**config.mk**
```make
export PLATFORM = sky130hd
export DESIGN_NAME = vid_stream_timer
export DESIGN_NICKNAME = d
export VERILOG_FILES = /design/src/rtl/vto_pkg.sv /design/src/rtl/vto_fifo.sv /design/src/rtl/vto_regs.sv /design/src/rtl/vto_timing.sv /design/src/rtl/vid_stream_timer.sv
export SDC_FILE = /design/constraint.sdc
export NUM_CORES = 2
export LEC_CHECK = 0
export BUFFER_PORTS_ARGS = -buffer_cell sky130_fd_sc_hd__buf_2
export CAP_MARGIN = 25
export CORE_ASPECT_RATIO = 0.7
export CORE_MARGIN = 4
export CORE_UTILIZATION = 63
export DETAILED_ROUTE_END_ITERATION = 12
export PLACE_DENSITY = 0.8
export SYNTH_ARGS = -nofsm -noshare
export SYNTH_HDL_FRONTEND = slang
export SYNTH_HIERARCHICAL = 1
export SYNTH_SLANG_ARGS = --single-unit
```
**constraint.sdc**
```tcl
create_clock -name clk -period 5.6 [get_ports clk]
set_input_delay 0.56 -clock clk [delete_from_list [all_inputs] [get_ports clk]]
set_output_delay 0.56 -clock clk [all_outputs]
set_load 0.01 [all_outputs]
```
**src/rtl/vto_pkg.sv**
```systemverilog
package vto_pkg;
  localparam int CW = 12;
  localparam int TW = CW + 2;

  typedef struct packed {
    logic          valid;
    logic          hpol;
    logic          vpol;
    logic [CW-1:0] hact;
    logic [CW-1:0] hfp;
    logic [CW-1:0] hsw;
    logic [CW-1:0] hbp;
    logic [CW-1:0] vact;
    logic [CW-1:0] vfp;
    logic [CW-1:0] vsw;
    logic [CW-1:0] vbp;
  } mode_t;

  function automatic logic [TW-1:0] gap_len(input logic [CW-1:0] fp, input logic [CW-1:0] sw,
                                            input logic [CW-1:0] bp);
    return TW'(fp) + TW'(sw) + TW'(bp);
  endfunction

  function automatic logic [TW-1:0] period_len(input logic [CW-1:0] act, input logic [CW-1:0] fp,
                                               input logic [CW-1:0] sw, input logic [CW-1:0] bp);
    return TW'(act) + gap_len(fp, sw, bp);
  endfunction

  function automatic logic in_window(input logic [TW-1:0] pos, input logic [CW-1:0] act,
                                     input logic [CW-1:0] fp, input logic [CW-1:0] sw);
    logic [TW-1:0] lo;
    lo = TW'(act) + TW'(fp);
    return (pos >= lo) && (pos < lo + TW'(sw));
  endfunction
endpackage

```
**src/rtl/vto_fifo.sv**
```systemverilog
module vto_fifo #(
  parameter int W     = 25,
  parameter int DEPTH = 16,
  localparam int AW   = $clog2(DEPTH)
) (
  input  logic         clk,
  input  logic         rst_n,
  input  logic         push,
  input  logic [W-1:0] din,
  output logic         full,
  input  logic         pop,
  output logic [W-1:0] dout,
  output logic         empty,
  output logic [AW:0]  level
);
  logic [W-1:0]  mem [DEPTH];
  logic [AW-1:0] wp, rp;
  logic          push_ok, pop_ok;

  assign full    = level == (AW+1)'(DEPTH);
  assign empty   = level == '0;
  assign push_ok = push && !full;
  assign pop_ok  = pop && !empty;
  assign dout    = mem[rp];

  always_ff @(posedge clk) begin
    if (push_ok) mem[wp] <= din;
  end

  always_ff @(posedge clk) begin
    if (!rst_n) begin
      wp    <= '0;
      rp    <= '0;
      level <= '0;
    end else begin
      if (push_ok) wp <= wp + 1'b1;
      if (pop_ok)  rp <= rp + 1'b1;
      level <= level + (AW+1)'(push_ok) - (AW+1)'(pop_ok);
    end
  end

  // the engine must detect starvation itself and never draw from an empty queue
  assert_no_pop_empty_R8: assert property (@(posedge clk) disable iff (!rst_n) pop |-> !empty);
endmodule

```
**src/rtl/vto_regs.sv**
```systemverilog
module vto_regs
  import vto_pkg::*;
#(
  parameter int NUM_MODES = 2,
  parameter int RAW       = 6,
  parameter int REG_W     = 16,
  parameter int LW        = 5,
  localparam int IW       = (NUM_MODES > 1) ? $clog2(NUM_MODES) : 1
) (
  input  logic             clk,
  input  logic             rst_n,
  input  logic             we,
  input  logic [RAW-1:0]   addr,
  input  logic [REG_W-1:0] wdata,
  output logic [REG_W-1:0] rdata,
  input  logic             uflow_evt,
  input  logic [IW-1:0]    cur_idx,
  output logic [LW-1:0]    thr,
  output mode_t            sel_mode,
  output logic             sel_any,
  output logic [IW-1:0]    sel_idx
);
  mode_t [NUM_MODES-1:0] mode_q;
  logic                  uflow_q;
  logic                  clr_req;
  logic                  unused_hi;

  assign unused_hi = ^wdata[REG_W-1:CW];
  assign clr_req   = we && addr == RAW'(0) && wdata[0];

  always_ff @(posedge clk) begin
    if (!rst_n) begin
      uflow_q <= 1'b0;
      thr     <= LW'(1);
    end else begin
      if (uflow_evt)    uflow_q <= 1'b1;
      else if (clr_req) uflow_q <= 1'b0;
      if (we && addr == RAW'(2)) thr <= wdata[LW-1:0];
    end
  end

  assert_sticky_uflow_R7: assert property (@(posedge clk) disable iff (!rst_n)
    ($past(uflow_q) && !$past(clr_req)) |-> uflow_q);

  for (genvar m = 0; m < NUM_MODES; m++) begin : g_mode
    mode_t q;
    logic  pg, locked_wr;
    assign pg        = addr[RAW-1:4] == (RAW-4)'(m + 1);
    assign locked_wr = we && pg && addr[3:0] != 4'd0 && addr[3:0] < 4'd9 && q.valid;
    assign mode_q[m] = q;

    always_ff @(posedge clk) begin
      if (!rst_n) q <= '0;
      else if (we && pg) begin
        case (addr[3:0])
          4'd0: begin q.valid <= wdata[0]; q.hpol <= wdata[1]; q.vpol <= wdata[2]; end
          4'd1: if (!q.valid) q.hact <= wdata[CW-1:0];
          4'd2: if (!q.valid) q.hfp  <= wdata[CW-1:0];
          4'd3: if (!q.valid) q.hsw  <= wdata[CW-1:0];
          4'd4: if (!q.valid) q.hbp  <= wdata[CW-1:0];
          4'd5: if (!q.valid) q.vact <= wdata[CW-1:0];
          4'd6: if (!q.valid) q.vfp  <= wdata[CW-1:0];
          4'd7: if (!q.valid) q.vsw  <= wdata[CW-1:0];
          4'd8: if (!q.valid) q.vbp  <= wdata[CW-1:0];
          default: ;
        endcase
      end
    end

    assert_param_lock_R2: assert property (@(posedge clk) disable iff (!rst_n)
      locked_wr |=> q == $past(q));
  end

  always_comb begin
    sel_any = 1'b0;
    sel_idx = '0;
    for (int m = NUM_MODES - 1; m >= 0; m--) begin
      if (mode_q[m].valid) begin
        sel_any = 1'b1;
        sel_idx = IW'(m);
      end
    end
  end
  assign sel_mode = mode_q[sel_idx];

  always_comb begin
    rdata = '0;
    if (addr == RAW'(0)) rdata[0] = uflow_q;
    if (addr == RAW'(1)) rdata = REG_W'(cur_idx);
    if (addr == RAW'(2)) rdata = REG_W'(thr);
    for (int m = 0; m < NUM_MODES; m++) begin
      if (addr[RAW-1:4] == (RAW-4)'(m + 1)) begin
        case (addr[3:0])
          4'd0: rdata = REG_W'({mode_q[m].vpol, mode_q[m].hpol, mode_q[m].valid});
          4'd1: rdata = REG_W'(mode_q[m].hact);
          4'd2: rdata = REG_W'(mode_q[m].hfp);
          4'd3: rdata = REG_W'(mode_q[m].hsw);
          4'd4: rdata = REG_W'(mode_q[m].hbp);
          4'd5: rdata = REG_W'(mode_q[m].vact);
          4'd6: rdata = REG_W'(mode_q[m].vfp);
          4'd7: rdata = REG_W'(mode_q[m].vsw);
          4'd8: rdata = REG_W'(mode_q[m].vbp);
          default: ;
        endcase
      end
    end
  end
endmodule

```
**src/rtl/vto_timing.sv**
```systemverilog
module vto_timing
  import vto_pkg::*;
#(
  parameter int PIX_W = 24,
  parameter int LW    = 5,
  parameter int IW    = 1
) (
  input  logic             clk,
  input  logic             rst_n,
  input  mode_t            sel_mode,
  input  logic             sel_any,
  input  logic [IW-1:0]    sel_idx,
  input  logic [LW-1:0]    thr,
  input  logic [LW-1:0]    level,
  input  logic             empty,
  input  logic             head_sof,
  input  logic [PIX_W-1:0] head_data,
  output logic             pop,
  output logic             uflow_evt,
  output logic [IW-1:0]    cur_idx,
  output logic             vid_hs,
  output logic             vid_vs,
  output logic             vid_de,
  output logic [PIX_W-1:0] vid_data
);
  typedef enum logic [1:0] {ST_SEEK, ST_FILL, ST_RUN} st_t;

  st_t           st;
  mode_t         cm;
  logic [TW-1:0] hc, vc;
  logic          h_last, v_last, act, hs_on, vs_on, starve;
  logic          unused_flags;

  assign unused_flags = cm.valid ^ sel_mode.valid;
  assign h_last = hc == period_len(cm.hact, cm.hfp, cm.hsw, cm.hbp) - TW'(1);
  assign v_last = vc == period_len(cm.vact, cm.vfp, cm.vsw, cm.vbp) - TW'(1);
  assign act    = (hc < TW'(cm.hact)) && (vc < TW'(cm.vact));
  assign hs_on  = in_window(hc, cm.hact, cm.hfp, cm.hsw);
  assign vs_on  = in_window(vc, cm.vact, cm.vfp, cm.vsw);
  assign starve = (st == ST_RUN) && act && empty;
  assign uflow_evt = starve;
  assign pop = ((st == ST_SEEK) && !empty && !head_sof) || ((st == ST_RUN) && act && !empty);

  always_ff @(posedge clk) begin
    if (!rst_n) begin
      st <= ST_SEEK; cm <= '0; hc <= '0; vc <= '0; cur_idx <= '0;
      vid_de <= 1'b0; vid_data <= '0; vid_hs <= 1'b1; vid_vs <= 1'b1;
    end else begin
      case (st)
        ST_SEEK: begin
          vid_de <= 1'b0; vid_hs <= ~cm.hpol; vid_vs <= ~cm.vpol;
          if (!empty && head_sof) st <= ST_FILL;
        end
        ST_FILL: begin
          vid_de <= 1'b0; vid_hs <= ~cm.hpol; vid_vs <= ~cm.vpol;
          if (sel_any && level >= thr) begin
            cm <= sel_mode; cur_idx <= sel_idx; hc <= '0; vc <= '0; st <= ST_RUN;
          end
        end
        default: begin
          if (starve) begin
            st <= ST_SEEK;
            vid_de <= 1'b0; vid_hs <= ~cm.hpol; vid_vs <= ~cm.vpol;
          end else begin
            vid_de   <= act;
            vid_data <= act ? head_data : '0;
            vid_hs   <= ~(hs_on ^ cm.hpol);
            vid_vs   <= ~(vs_on ^ cm.vpol);
            if (h_last) begin
              hc <= '0;
              if (v_last) begin
                vc <= '0;
                if (sel_any) begin cm <= sel_mode; cur_idx <= sel_idx; end
                else st <= ST_SEEK;
              end else vc <= vc + TW'(1);
            end else hc <= hc + TW'(1);
          end
        end
      endcase
    end
  end

  assert_start_thr_R4: assert property (@(posedge clk) disable iff (!rst_n)
    (st == ST_RUN && $past(st) == ST_FILL) |-> ($past(level) >= $past(thr)));
  assert_blank_after_starve_R8: assert property (@(posedge clk) disable iff (!rst_n)
    $past(starve) |-> !vid_de);
  assert_de_only_running_R5: assert property (@(posedge clk) disable iff (!rst_n)
    vid_de |-> $past(st) == ST_RUN);
endmodule

```
**src/rtl/vid_stream_timer.sv**
```systemverilog
module vid_stream_timer
  import vto_pkg::*;
#(
  parameter int PIX_W      = 24,
  parameter int FIFO_DEPTH = 16,
  parameter int NUM_MODES  = 2,
  parameter int REG_W      = 16,
  localparam int RAW       = $clog2(16 * (NUM_MODES + 1)),
  localparam int LW        = $clog2(FIFO_DEPTH) + 1,
  localparam int IW        = (NUM_MODES > 1) ? $clog2(NUM_MODES) : 1
) (
  input  logic             clk,
  input  logic             rst_n,
  input  logic             s_valid,
  output logic             s_ready,
  input  logic             s_sof,
  input  logic [PIX_W-1:0] s_data,
  input  logic             reg_we,
  input  logic [RAW-1:0]   reg_addr,
  input  logic [REG_W-1:0] reg_wdata,
  output logic [REG_W-1:0] reg_rdata,
  output logic             vid_hs,
  output logic             vid_vs,
  output logic             vid_de,
  output logic [PIX_W-1:0] vid_data
);
  logic             full, empty, pop, uflow_evt, sel_any;
  logic [PIX_W:0]   head;
  logic [LW-1:0]    level, thr;
  logic [IW-1:0]    sel_idx, cur_idx;
  mode_t            sel_mode;

  assign s_ready = !full;

  vto_fifo #(.W(PIX_W + 1), .DEPTH(FIFO_DEPTH)) u_fifo (
    .clk(clk), .rst_n(rst_n), .push(s_valid), .din({s_sof, s_data}), .full(full),
    .pop(pop), .dout(head), .empty(empty), .level(level)
  );

  vto_regs #(.NUM_MODES(NUM_MODES), .RAW(RAW), .REG_W(REG_W), .LW(LW)) u_regs (
    .clk(clk), .rst_n(rst_n), .we(reg_we), .addr(reg_addr), .wdata(reg_wdata),
    .rdata(reg_rdata), .uflow_evt(uflow_evt), .cur_idx(cur_idx), .thr(thr),
    .sel_mode(sel_mode), .sel_any(sel_any), .sel_idx(sel_idx)
  );

  vto_timing #(.PIX_W(PIX_W), .LW(LW), .IW(IW)) u_timing (
    .clk(clk), .rst_n(rst_n), .sel_mode(sel_mode), .sel_any(sel_any), .sel_idx(sel_idx),
    .thr(thr), .level(level), .empty(empty), .head_sof(head[PIX_W]),
    .head_data(head[PIX_W-1:0]), .pop(pop), .uflow_evt(uflow_evt), .cur_idx(cur_idx),
    .vid_hs(vid_hs), .vid_vs(vid_vs), .vid_de(vid_de), .vid_data(vid_data)
  );
endmodule

```
After elaboration in Yosys (flattened, before gate mapping)
Memories as Yosys holds them, arrays and structs flattened. A register that Yosys moved wholly into a read port is not among the register bits.
Index checks and enable logic that the tools add are counted.
{ "word_totals": {"regBits": 373, "ramBits": 400, "in_bits": 51, "mem_count": 1} }
{ "classes": {"addsub": 18, "n_lt_le_gt_ge": 8, "n_eq_ne": 21, "mux": 50, "n_bitwise": 12, "n_reduce_logical": 56} }
{ "memory_table": {"columns": ["memory", "depth", "width", "read_ports", "rd_ports_with_merged_regs", "wr", "line_no", "text"], "rows": [
  ["u_fifo.mem", 16, 25, 1, 1, 1, "vto_fifo.sv:16", "logic [W-1:0] mem [DEPTH];"]
]} }
{ "ops": {"columns": ["op", "count"], "rows": [
  ["98-bit 2-to-1 mux", 7],
  ["98-bit case mux with 2 select lines", 1],
  ["16-bit case mux with 9 select lines", 1],
  ["12-bit case mux with 9 select lines", 1],
  ["14-bit 2-to-1 mux", 6],
  ["14-bit by 12-bit adder with 14-bit output", 4],
  ["14-bit case mux with 2 select lines", 2],
  ["12-bit by 12-bit adder with 13-bit output", 4],
  ["3-bit AND reduction", 17],
  ["16-bit 2-to-1 mux", 2],
  ["12-bit by 14-bit adder with 14-bit output", 2],
  ["14-bit by 1-bit adder with 14-bit output (second input constant)", 2],
  ["14-bit equality test", 2],
  ["14-bit greater-or-equal comparator", 2],
  ["14-bit by 12-bit < comparator with 1-bit output", 2],
  ["14-bit < comparator", 2],
  ["14-bit by 1-bit subtractor with 14-bit output (second input constant)", 2],
  ["24-bit 2-to-1 mux", 1],
  ["1-bit 2-to-1 mux", 18],
  ["1-bit logical AND", 17],
  ["4-bit by 3-bit equality test with 1-bit output (second input constant)", 4],
  ["2-bit 2-to-1 mux", 6],
  ["1-bit inverter", 10],
  ["4-bit by 1-bit adder with 4-bit output (second input constant)", 2],
  ["other kinds (34)", 48]
]} }

Depth between registers and ports, before layout
{ "logic_depth": {"depth_word": 9, "mapped_depth": 27} }

Hierarchy
Netlist, hierarchy kept.
{ "by_module_without_submodules": {"columns": ["module", "n_inst", "cells_each", "area_per_inst_um2", "seq_area_each_um2"], "rows": [
  ["vto_fifo", 1, 720, 15896.5, 12351.8],
  ["vto_timing", 1, 1669, 13814.5, 3123.0],
  ["vto_regs", 1, 1323, 11187.0, 4083.9],
  ["vid_stream_timer", 1, 1, 3.8, 0.0]
]} }

Worst setup path after synthesis
OpenSTA, ideal clock, no wires.
{ "synth_timing": {"kind": "reg2reg", "from": "register u_timing/cm[12] in the netlist's numbering", "to": "register u_timing/cm[19] in the netlist's numbering", "t_arrival_ns": 4.975, "required_ns": 5.528, "path_slack_ns": 0.554, "stages_incl_launch_ff": 28, "path_buffers": 3, "synth_period_minus_slack_ns": 5.046, "path_cell_list": "dfxtp_1 -> ha_1 -> inv_1 -> fa_1 -> nor2b_1 -> o21ai_0 -> a21oi_1 -> o21ai_0 -> a21boi_0 -> o21ai_0 -> nand2b_1 -> a221oi_1 -> xor2_1 -> fa_1 -> inv_1 -> ha_1 -> buf_2 -> nand2_1 -> o21bai_1 -> a311oi_1 -> nand4_1 -> nor4_1 -> nand3_1 -> and2_1 -> nor2_4 -> buf_6 -> buf_6 -> mux2i_1"} }
{ "synth_between": {"elab_chain_len": 7} }
{ "synth_lines": {"columns": ["item", "line_no", "text"], "rows": [
  ["start, declared", "vto_timing.sv:29", "mode_t cm;"],
  ["start signal, assigned", "vto_timing.sv:73", "if (sel_any) begin cm <= sel_mode; cur_idx <= sel_idx; end"],
  ["12-bit by 12-bit adder with 13-bit output", "vto_pkg.sv:21", "return TW'(fp) + TW'(sw) + TW'(bp);"],
  ["14-bit by 12-bit adder with 14-bit output", "vto_pkg.sv:21", null],
  ["12-bit by 14-bit adder with 14-bit output", "vto_pkg.sv:26", "return TW'(act) + gap_len(fp, sw, bp);"],
  ["14-bit by 1-bit subtractor with 14-bit output", "vto_timing.sv:36", "assign v_last = vc == period_len(cm.vact, cm.vfp, cm.vsw, cm.vbp) - TW'(1);"],
  ["14-bit equality test", "vto_timing.sv:36", null],
  ["2-bit nonzero test (no line)", null, null],
  ["6-bit AND reduction (no line)", null, null]
]} }
No other way between the ends.
A chain may end at the register's enable or synchronous reset.

Final worst setup path
{ "layout_timing": {"from": "register u_timing/cm[13] in the netlist's numbering", "to": "register u_timing/cm[19] in the netlist's numbering"} }
Same word-level chain as after synthesis.

==> results by group <==
Run status
  • Run status: completed

Die
  • IO Count: 95
  • Vert. Die Dim: 221 µm
  • Die X-Extent: 313 µm
  • Initial Util: 64.2%
  • Floorplan Core Area: 0.0637 mm²
  • DIE AREA: 0.0691 mm²
  • Number of core rows: 77

Cells and area
  • Relative area change from synthesis to final layout: 10.1%
  • Share of layout cells above drive strength 1: 15.7%
  • Final design utilization: 70.7%
  • Total number of nets in the final design: 4029

Critical path
  • WS Path Type: flip-flop to flip-flop
  • End of the worst register-to-register path: u_timing/cm[19]
  • Number of cells on the worst reg-to-reg path: 24
  • Worst endpoint data arrival time: 5.92 ns
  • Type of origin of the critical path: flip-flop
  • Beginning of the worst register-to-register path: u_timing/cm[13]
  • Critical path required time: 6.14 ns
  • Flop2flop setup slack: 0.21 ns
  • CP endpoint kind: flip-flop
  • Largest fanout on the critical path: 8

STA
  • Clock skew: 0.0296 ns
  • Measured slew at the worst slew-check pin: 1.04 ns
  • Tcrit/Tclk final: 96.2%
  • Max-slew violation count: 0
  • Highest clock rate: 186 MHz
  • Total Negative Setup Slacks: 0 ns
  • Minimum period implied by the final worst setup slack: 5.39 ns
  • Crit path setup slack, layout: 0.212 ns
  • Final setup violation count: 0
  • Worst hold margin: 0.265 ns
  • Max-slew headroom at the worst pin: 30.6%
  • Hold Fails Final Rpt: 0

Route
  • Routed wire length: 122 mm
  • Starting DRC count in detailed routing: 4662
  • First-pass iteration count of the detailed router: 8
  • Vias after detailed routing: 30700
  • Number of routed nets with antenna violations: 0
  • Final routed wire length divided by cell count: 26.1 µm
  • Via-per-instance ratio: 6.56
  • Remaining routing DRC violations: 0

Global route
  • Wire length of the first global-routing pass: 179 mm
  • Initial antenna violation count: 10
  • Largest net degree at the start of global routing: 208
  • Global-route total usage across every layer: 33.9%
  • Number of global-route vias before repair: 28800
  • GRT overflow: 0

CTS
  • Number of buffers added by the clock tree synthesis step: 75
  • Clock Sinks: 777
  • Number of buffers on the longest clock path: 3
  • Maximum level of the CTS H-tree: 3
  • Clock-pin slew on the worst setup and hold paths: 0.06 ns
  • Clock insertion delay at the later pin of the skew report: 0.64 ns
  • Clock root buffer: clkbuf_16
  • TritonCTS clock tree: done

Power
  • Switching power: 3.24 mW
  • Internal power contribution: 9.53 mW
  • Clock power frac: 39.8%
  • P_leak: 15.9 nW
  • Maximum ir drop on the vdd rail: 0.317 mV
  • Net Sw Frac: 25.4%
  • Total power of the final layout: 12.8 mW
  • Power per standard cell area: 284 mW/mm²
  • Portion of total power attributed to combinational logic: 11.7%
  • Part of the total power dissipated in sequential elements: 48.5%

Run
  • Count of max-cap constraint violations: 0

Hold path
  • Hold Path End: u_fifo/wp[1]
  • Instance count along the most critical hold path: 3
  • Tightest Hold Check Type: input port to flip-flop
  • Hold_sp: s_valid

Placed design
  • Final weighted congestion in routability-driven placement: 1.02
  • Dpl ws: -0.159 ns
  • Post-DP HPWL: 81.3 mm
  • Port-buffer cells: 86

Synthesis
  • Cell count after synthesis: 3712
  • Post-Syn Area per Cell: 11.0 µm²
  • Post-synthesis cell area: 0.0409 mm²
  • Number of warnings issued by yosys: 6
cells in the final DEF, fill, tap and decap left out, types with 28 or more instances in the layout:
master	instances
clkbuf_16	80
a22oi_1	76
and3_1	30
xnor2_1	62
nand2_1	530
ha_1	202
mux4_2	106
nor2_1	60
and2_1	28
dfxtp_1	374
nand2b_1	36
mux2_2	107
buf_2	85
a21boi_0	193
a21boi_1	30
buf_4	79
a21o_1	39
o21ai_0	67
nand3_1	247
inv_1	200
nor2b_1	43
xor2_1	40
nor3_1	33
mux2i_1	145
edfxtp_1	400
fa_1	41
a21oi_1	69
registers in the layout (all words and copies together), names as in the netlist, named ones only:
register and count:
u_regs/thr 5, u_timing/st 2, u_timing/vid_data 24, u_timing/vid_hs 1, u_timing/vc 14, u_timing/hc 14
u_timing/vid_vs 1, u_regs/g_mode.q 198, u_timing/cur_idx 1, u_timing/cm 98, u_regs/uflow_q 1, u_fifo/level 5
u_fifo/mem 400, u_fifo/wp 4, u_fifo/rp 4, u_timing/vid_de 1
worst max-delay path, cell delays in order, from the launching register on:
cell and delay [ns]:
dfxtp_2 0.34, ha_1 0.30, a21o_1 0.17, a21oi_2 0.17
o21ai_2 0.07, a21oi_2 0.18, nor2b_2 0.07, o2111ai_2 0.22
nand3_2 0.17, o41a_1 0.44, xnor2_2 0.17, fa_1 0.53
inv_1 0.06, ha_4 0.29, xor2_4 0.25, nor3_2 0.08
a2111oi_2 0.28, nand4_1 0.20, nor4_4 0.22, nand3_1 0.10
and2_4 0.16, nor2_4 0.24, buf_12 0.21, buf_12 0.14
mux2i_1 0.20
how the worst max path moves through the flow:
stage / startpoint / end / cells past startpoint / slack, ns
after floorplan: u_timing/cm[12] / u_timing/cm[19] / 27 / 0.55
after global placement: u_timing/cm[13] / u_timing/cm[59] / 23 / -0.07
after detailed placement: u_timing/cm[12] / u_timing/cm[90] / 25 / -0.16
after CTS: u_timing/cm[13] / u_timing/cm[49] / 25 / 0.003
after global routing: u_timing/cm[13] / u_timing/cm[19] / 25 / -0.03
final: u_timing/cm[13] / u_timing/cm[19] / 24 / 0.21
what timing repair did:
action,CTS,global route
cloned,1,5
endpoints found under the setup margin,99,115
pin swaps,2,20
buffers inserted,2,4
resized for setup,5,42
hold buffers,0,0
layer usage:
layer	wire, µm	up-vias	global-route usage [%]
li1	-	13500	-
met2	50100	2080	45.8
met4	2820	4	8.73
met3	18900	238	13.5
met5	23	-	0
met1	50000	14900	50.8
layout make-up:
cell class                 instances  area (µm²)
clock inverter                    36         349
inverter                         203         762
tap                              869        1090
timing repair buffer             186        1460
sequential                       777       19600
antenna                           10        25.0
fill                            4443       18700
multi-input combinational       2489       19700
clock buffer                     104        2100
power groups by stage:
stage	Clock, mW	Combinational [mW]	Sequential (mW)
floorplan	0	1.09	6.27
global placement	0	1.41	6.31
detailed placement	0	1.44	6.32
CTS	5.09	1.46	6.20
global route	5.35	1.60	6.21
finish	5.08	1.50	6.20
stage by stage:
stage	std cells	cell area (µm²)
2_1_floorplan	3715	40900
3_3_place_gp	4508	42000
3_5_place_dp	4508	42000
4_1_cts	4651	44600
5_1_grt	4670	45000
6_report	4674	45000
(Power assumes the default switching activity.)
